--- config.mk ---
export PLATFORM = sky130hd
export DESIGN_NAME = mulc_top
export DESIGN_NICKNAME = d
export VERILOG_FILES = /design/src/rtl/mulc_pkg.sv /design/src/rtl/mulc_cmp42.sv /design/src/rtl/mulc_row42.sv /design/src/rtl/mulc_row72.sv /design/src/rtl/mulc_top.sv
export SDC_FILE = /design/constraint.sdc
export NUM_CORES = 1
export LEC_CHECK = 0
export ABC_AREA = 0
export BUFFER_PORTS_ARGS = -buffer_cell sky130_fd_sc_hd__buf_2
export CELL_PAD_IN_SITES_DETAIL_PLACEMENT = 1
export CELL_PAD_IN_SITES_GLOBAL_PLACEMENT = 1
export CORE_MARGIN = 5
export CORE_UTILIZATION = 40
export DETAILED_ROUTE_END_ITERATION = 8
export PLACE_DENSITY = 0.76
export SLEW_MARGIN = 20
export SYNTH_ARGS = -nofsm -noshare
export SYNTH_HDL_FRONTEND = slang
export SYNTH_SLANG_ARGS = --single-unit
export TNS_END_PERCENT = 10
--- constraint.sdc ---
create_clock -name clk -period 7.3 [get_ports clk]
set_input_delay 1.095 -clock clk [delete_from_list [all_inputs] [get_ports clk]]
set_output_delay 1.095 -clock clk [all_outputs]
set_load 0.05 [all_outputs]
--- src/rtl/mulc_pkg.sv ---
// Shared helpers for the compressor-tree multiplier.
// Assumes: nothing beyond plain combinational logic.
package mulc_pkg;

    // Default operand width
    localparam int unsigned OPW_DEF = 8;

    // Majority of three bits: the carry of a full adder
    function automatic logic maj3(input logic x, input logic y, input logic z);
        return (x & y) | (x & z) | (y & z);
    endfunction

endpackage

--- src/rtl/mulc_cmp42.sv ---
// One 4:2 compressor cell: four equal-weight bits plus a carry-in are reduced
// to a sum of the same weight and two bits (carry, cout) of double weight.
// Assumes: cout is passed sideways to the next column's cin by the caller.
module mulc_cmp42
    import mulc_pkg::*;
(
    input  logic x1,
    input  logic x2,
    input  logic x3,
    input  logic x4,
    input  logic cin,
    output logic sum,
    output logic carry,
    output logic cout
);

    logic s1;

    // First level: a full adder over x1..x3, whose cout does not depend on cin
    assign s1   = x1 ^ x2 ^ x3;
    assign cout = maj3(x1, x2, x3);

    // Second level: fold in x4 and the carry arriving from the column below
    assign sum   = s1 ^ x4 ^ cin;
    assign carry = maj3(s1, x4, cin);

    // Check that the cell keeps its inputs' arithmetic weight
    always_comb begin
        p_weight_kept_r3: assert (3'(x1) + 3'(x2) + 3'(x3) + 3'(x4) + 3'(cin)
                                  == 3'(sum) + 3'(2) * (3'(carry) + 3'(cout)))
            else $error("4:2 cell lost weight");
    end

endmodule

--- src/rtl/mulc_row42.sv ---
// A row of W 4:2 cells that reduces four W-bit vectors to a sum vector and a
// carry vector. Each cell's cout feeds the next column's cin.
// Assumes: results are used modulo 2^W, so bits carried past the top are dropped.
module mulc_row42 #(
    parameter int unsigned W = 16
) (
    input  logic [W-1:0] va,
    input  logic [W-1:0] vb,
    input  logic [W-1:0] vc,
    input  logic [W-1:0] vd,
    output logic [W-1:0] s_o,
    output logic [W-1:0] c_o
);

    logic [W:0]   side;
    logic [W-1:0] car;
    logic         spill_unused;

    // Column 0 has no carry arriving from below
    assign side[0] = 1'b0;

    // One compressor cell for each column
    for (genvar k = 0; k < W; k++) begin : g_col
        mulc_cmp42 u_cell (
            .x1   (va[k]),
            .x2   (vb[k]),
            .x3   (vc[k]),
            .x4   (vd[k]),
            .cin  (side[k]),
            .sum  (s_o[k]),
            .carry(car[k]),
            .cout (side[k+1])
        );
    end

    // Carry bits have double weight, so they shift up by one column
    assign c_o = {car[W-2:0], 1'b0};

    // Bits past the top column fall outside the modulo-2^W result
    assign spill_unused = car[W-1] ^ side[W];

endmodule

--- src/rtl/mulc_row72.sv ---
// Seven-input reducer: three cascaded 4:2 rows bring seven W-bit vectors down
// to one sum vector and one carry vector. The third row's spare input is zero.
// Assumes: all vectors are already aligned to their weight.
module mulc_row72 #(
    parameter int unsigned W = 16
) (
    input  logic [W-1:0] v0,
    input  logic [W-1:0] v1,
    input  logic [W-1:0] v2,
    input  logic [W-1:0] v3,
    input  logic [W-1:0] v4,
    input  logic [W-1:0] v5,
    input  logic [W-1:0] v6,
    output logic [W-1:0] s_o,
    output logic [W-1:0] c_o
);

    logic [W-1:0] s1, c1, s2, c2;

    // Stage 1: reduce the first four rows
    mulc_row42 #(.W(W)) u_st1 (.va(v0), .vb(v1), .vc(v2), .vd(v3), .s_o(s1), .c_o(c1));
    // Stage 2: combine the stage 1 pair with rows four and five
    mulc_row42 #(.W(W)) u_st2 (.va(s1), .vb(c1), .vc(v4), .vd(v5), .s_o(s2), .c_o(c2));
    // Stage 3: combine the stage 2 pair with row six
    mulc_row42 #(.W(W)) u_st3 (.va(s2), .vb(c2), .vc(v6), .vd('0), .s_o(s_o), .c_o(c_o));

    // Check that the reducer keeps the total of its inputs modulo 2^W
    always_comb begin
        p_total_kept_r4: assert (W'(v0 + v1 + v2 + v3 + v4 + v5 + v6) == W'(s_o + c_o))
            else $error("seven-input reducer lost its total");
    end

endmodule

--- src/rtl/mulc_top.sv ---
// Unsigned N x N multiplier. An AND array forms every partial product at once.
// A seven-input compressor reducer takes the first seven rows, full-adder rows
// fold in any rows left over, and one carry-propagate add gives the product.
// The top bit comes out of that final carry.
// Assumes: N >= 7. OUT_REG=1 adds one output register with synchronous
// active-low reset.
module mulc_top #(
    parameter int unsigned N       = mulc_pkg::OPW_DEF,
    parameter bit          OUT_REG = 1'b1
) (
    input  logic             clk,
    input  logic             rst_n,
    input  logic [N-1:0]     a_i,
    input  logic [N-1:0]     b_i,
    output logic [2*N-1:0]   prod_o
);

    localparam int unsigned W     = 2 * N;
    localparam int unsigned XROWS = N - 7;

    logic [W-1:0] pp [N];
    logic [W-1:0] ss [XROWS+1];
    logic [W-1:0] cc [XROWS+1];
    logic [W-1:0] comb_prod;

    // Full-adder row over three vectors: the sum vector
    function automatic logic [W-1:0] fa_s(input logic [W-1:0] x, y, z);
        return x ^ y ^ z;
    endfunction

    // Full-adder row over three vectors: the carry vector, shifted to double weight
    function automatic logic [W-1:0] fa_c(input logic [W-1:0] x, y, z);
        return ((x & y) | (x & z) | (y & z)) << 1;
    endfunction

    // AND array: row r is A gated by B[r], placed at weight 2^r
    for (genvar r = 0; r < N; r++) begin : g_pp
        assign pp[r] = W'(a_i & {N{b_i[r]}}) << r;
    end

    // Compress the first seven rows
    mulc_row72 #(.W(W)) u_red (
        .v0(pp[0]), .v1(pp[1]), .v2(pp[2]), .v3(pp[3]),
        .v4(pp[4]), .v5(pp[5]), .v6(pp[6]),
        .s_o(ss[0]), .c_o(cc[0])
    );

    // Fold each row left over into the sum/carry pair
    for (genvar t = 0; t < XROWS; t++) begin : g_extra
        assign ss[t+1] = fa_s(ss[t], cc[t], pp[7+t]);
        assign cc[t+1] = fa_c(ss[t], cc[t], pp[7+t]);
    end

    // Final carry-propagate add; it also produces the top product bit
    assign comb_prod = ss[XROWS] + cc[XROWS];

    if (OUT_REG) begin : g_reg
        logic [W-1:0] prod_q;

        // Output register, cleared by the synchronous reset
        always_ff @(posedge clk) begin
            if (!rst_n) prod_q <= '0;
            else        prod_q <= comb_prod;
        end
        assign prod_o = prod_q;

        // Registered product equals last cycle's true product
        p_exact_product_r1: assert property (@(posedge clk) disable iff (!rst_n)
            rst_n |=> prod_o == W'($past(a_i)) * W'($past(b_i)))
            else $error("product mismatch");
        // A zero operand yields zero
        p_zero_operand_r5: assert property (@(posedge clk) disable iff (!rst_n)
            (a_i == '0 || b_i == '0) |=> prod_o == '0)
            else $error("zero operand gave non-zero product");
        // An operand of one passes the other through
        p_identity_r8: assert property (@(posedge clk) disable iff (!rst_n)
            (a_i == N'(1)) |=> prod_o == W'($past(b_i)))
            else $error("identity operand failed");
    end else begin : g_comb
        assign prod_o = comb_prod;
    end

endmodule

==> impl_metrics.toml <==
[clock_tree]
path_clk_slew_ns = 0.07
postCtsSetupBuffers = 0
clock-sinks = 16
postCtsHoldBufs = 0
cts_buffer_depth = 2
cts_max_level = 1
cts_tree = "yes"
cts_resized = 0
clockRootBuffer = "clkbuf_8"
cts_buffers = 3

[floorplanning]
rows = 27
core_um2 = 5574
die_width_um = 86.26
die_h_um = 86.26
io_pins = 34
initial_utilization = 0.4173
die-area_um2 = 7440

[synthesis]
seq_area_frac_synth = 0.1377
avgSynthCellArea_um2 = 9.015
syn-cell-area_um2 = 2326
postSynthCellCount = 258
yosysWarningCount = 0
synth_seq_cells = 16
syn_nets = 340
synth_cell_type_count = 29

[timing]
slew_headroom = 0.7966
setup_violations = 0
finalHoldViolCount = 0
finalCriticalPeriod_ns = 6.146
fin_tns_setup_ns = 0
worstMarginPinSlew_ns = 0.3051
slew_viol_final = 0
fmax_mhz = 162.7
rsz0062_at_grt = "false"
fin_crit_sh = 0.8419

[worst_setup_path]
critPathLaunchType = "input port"
arrival_ns = 6.33
critical_path_peak_fanout = 8
path_class = "input port to flip-flop"
end_kind = "flip-flop"
worstSetupStartpoint = "a_i[7]"
critPathCapture = "prod_o[14]$_SDFF_PN0_"
cp.required_ns = 7.49

[pwr]
p_per_area_nw_per_um2 = 298.8
swShare = 0.5090
p_switching_uw = 399.8
leakage_uw = 0.001453
ir_drop_v = 0.0001365
power.internal_uw = 385.7
seqPwrFrac = 0.155
clockPowerShare = 0.101
comb_power_share = 0.744

[route]
antenna_left = 0
dr.pass1.iters = 4
drt-initial-drc-count = 41
wl_per_cell_um = 11.65
drc = 0
via_per_inst = 4.677
vias = 1707
wl_mm = 4.252

[cells_and_area]
drive_gt1_frac = 0.1365
syn_to_final_growth_pct = 13.02
layout_common_cells = "inv_1 (73), and2_1 (48), fa_1 (42)"
num_antenna_cells = 0
num-fill-cells = 692
fin_area_um2 = 2629
layout_commonest_cell = "inv_1"
largest_reg_flops = 16
layout.nets = 376

[grt]
grt_use_total = 0.1233
grt_pass1_wl_mm = 7.410
antenna_found_initial = 0
grt_pass1_vias = 1751
grt-ovfl-total = 0
grt_max_degree = 22

[worst_hold_path]
min_path_type = "input port to flip-flop"

[placed_design]
placed_cell_area_um2 = 2574
port_buffers = 33
place.gp.congestion = 0.7664
dp_hpwl_mm = 3.872

[flow_run]
timing.max_cap.violations = 0

[run_status]
status = "completed"
==> power by group through the flow <==
stage	registers, uW	clock network [uW]	logic, uW
finish	122	79.6	584
global placement	123	0	578
global route	125	86.8	680
CTS	122	82.8	602
floorplan	219	0	374
detailed placement	124	0	597
==> cells in the mapped netlist, drive strengths merged <==
library cell / count / share of area
a211oi: 2 / 0.0086
a21o: 2 / 0.0070
a21oi: 2 / 0.0043
a221oi: 1 / 0.0065
a31oi: 1 / 0.0027
a41oi: 1 / 0.0038
and2: 48 / 0.13
and3: 2 / 0.0054
clkbuf: 2 / 0.0032
dfxtp: 16 / 0.14
fa: 42 / 0.36
ha: 22 / 0.12
inv: 73 / 0.12
mux2i: 2 / 0.0086
nand2: 28 / 0.045
nand2b: 2 / 0.0054
nand3b: 1 / 0.0032
nand4: 1 / 0.0027
nor2: 1 / 0.0016
nor2b: 1 / 0.0027
nor3: 1 / 0.0021
nor3b: 1 / 0.0032
o211ai: 1 / 0.0032
o21ai: 1 / 0.0021
o21bai: 2 / 0.0065
xnor2: 1 / 0.0038
xor2: 1 / 0.0038
==> cells by family (layout without fill, tap and decap cells) <==
group	Yosys count	count (layout)	share of synthesized area
compound gates	13	13	0.04465
xor+xnor	2	2	0.007532
flops	16	16	0.1377
fa+ha+maj	64	64	0.4798
simple gates	86	86	0.2006
mux	2	2	0.008607
buf+inv	75	110	0.1210
==> per-layer routing <==
metal,track usage,share of wire,vias to the layer above
li1,-,-,821
met1,0.1468,0.42,855
met2,0.2299,0.53,27
met3,0.01236,0.039,4
met4,0.04249,0.015,0
met5,0,0,-
==> worst max-delay path: stages <==
cell	delay (ns)
buf_2	0.14
and2_1	0.18
fa_1	0.53
inv_1	0.05
fa_1	0.52
inv_1	0.05
fa_1	0.52
inv_1	0.05
fa_1	0.44
fa_1	0.51
inv_1	0.04
ha_1	0.27
inv_1	0.06
fa_1	0.53
inv_1	0.04
ha_1	0.22
fa_1	0.41
a21o_2	0.22
a41oi_1	0.24
mux2i_1	0.19
==> final cells by class <==
type	instances	area, um^2	share of cell area
Sequential cell	16	320.3	0.1218
Inverter	73	274.0	0.1042
Timing Repair Buffer	33	165.2	0.06283
Multi-Input combinational cell	167	1724	0.6559
Clock buffer	4	55.05	0.02094
Tap cell	72	90.09	0.03427
==> stage by stage <==
step	utilization	power, uW	hold WS (ns)	worst slack (ns)	instances
2_1_floorplan	-	593.7	1.241	1.207	258
3_3_place_gp	0.4617	700.7	1.460	0.9400	361
3_5_place_dp	0.4617	721.2	1.456	0.8758	361
4_1_cts	0.4716	807.0	1.186	1.121	365
5_1_grt	0.4716	891.7	1.197	0.8867	365
6_report	0.4716	785.5	1.189	1.154	365
==> worst min path at each step <==
stage	startpoint	end	slack (ns)	cells past startpoint
finish	b_i[0]	prod_o[0]$_SDFF_PN0_	1.19	2
floorplan	b_i[0]	prod_o[0]$_SDFF_PN0_	1.24	1
global placement	b_i[0]	prod_o[0]$_SDFF_PN0_	1.46	2
global route	b_i[0]	prod_o[0]$_SDFF_PN0_	1.20	2
detailed placement	b_i[0]	prod_o[0]$_SDFF_PN0_	1.46	2
CTS	b_i[0]	prod_o[0]$_SDFF_PN0_	1.19	2
Power figures use the tool's default switching activity.
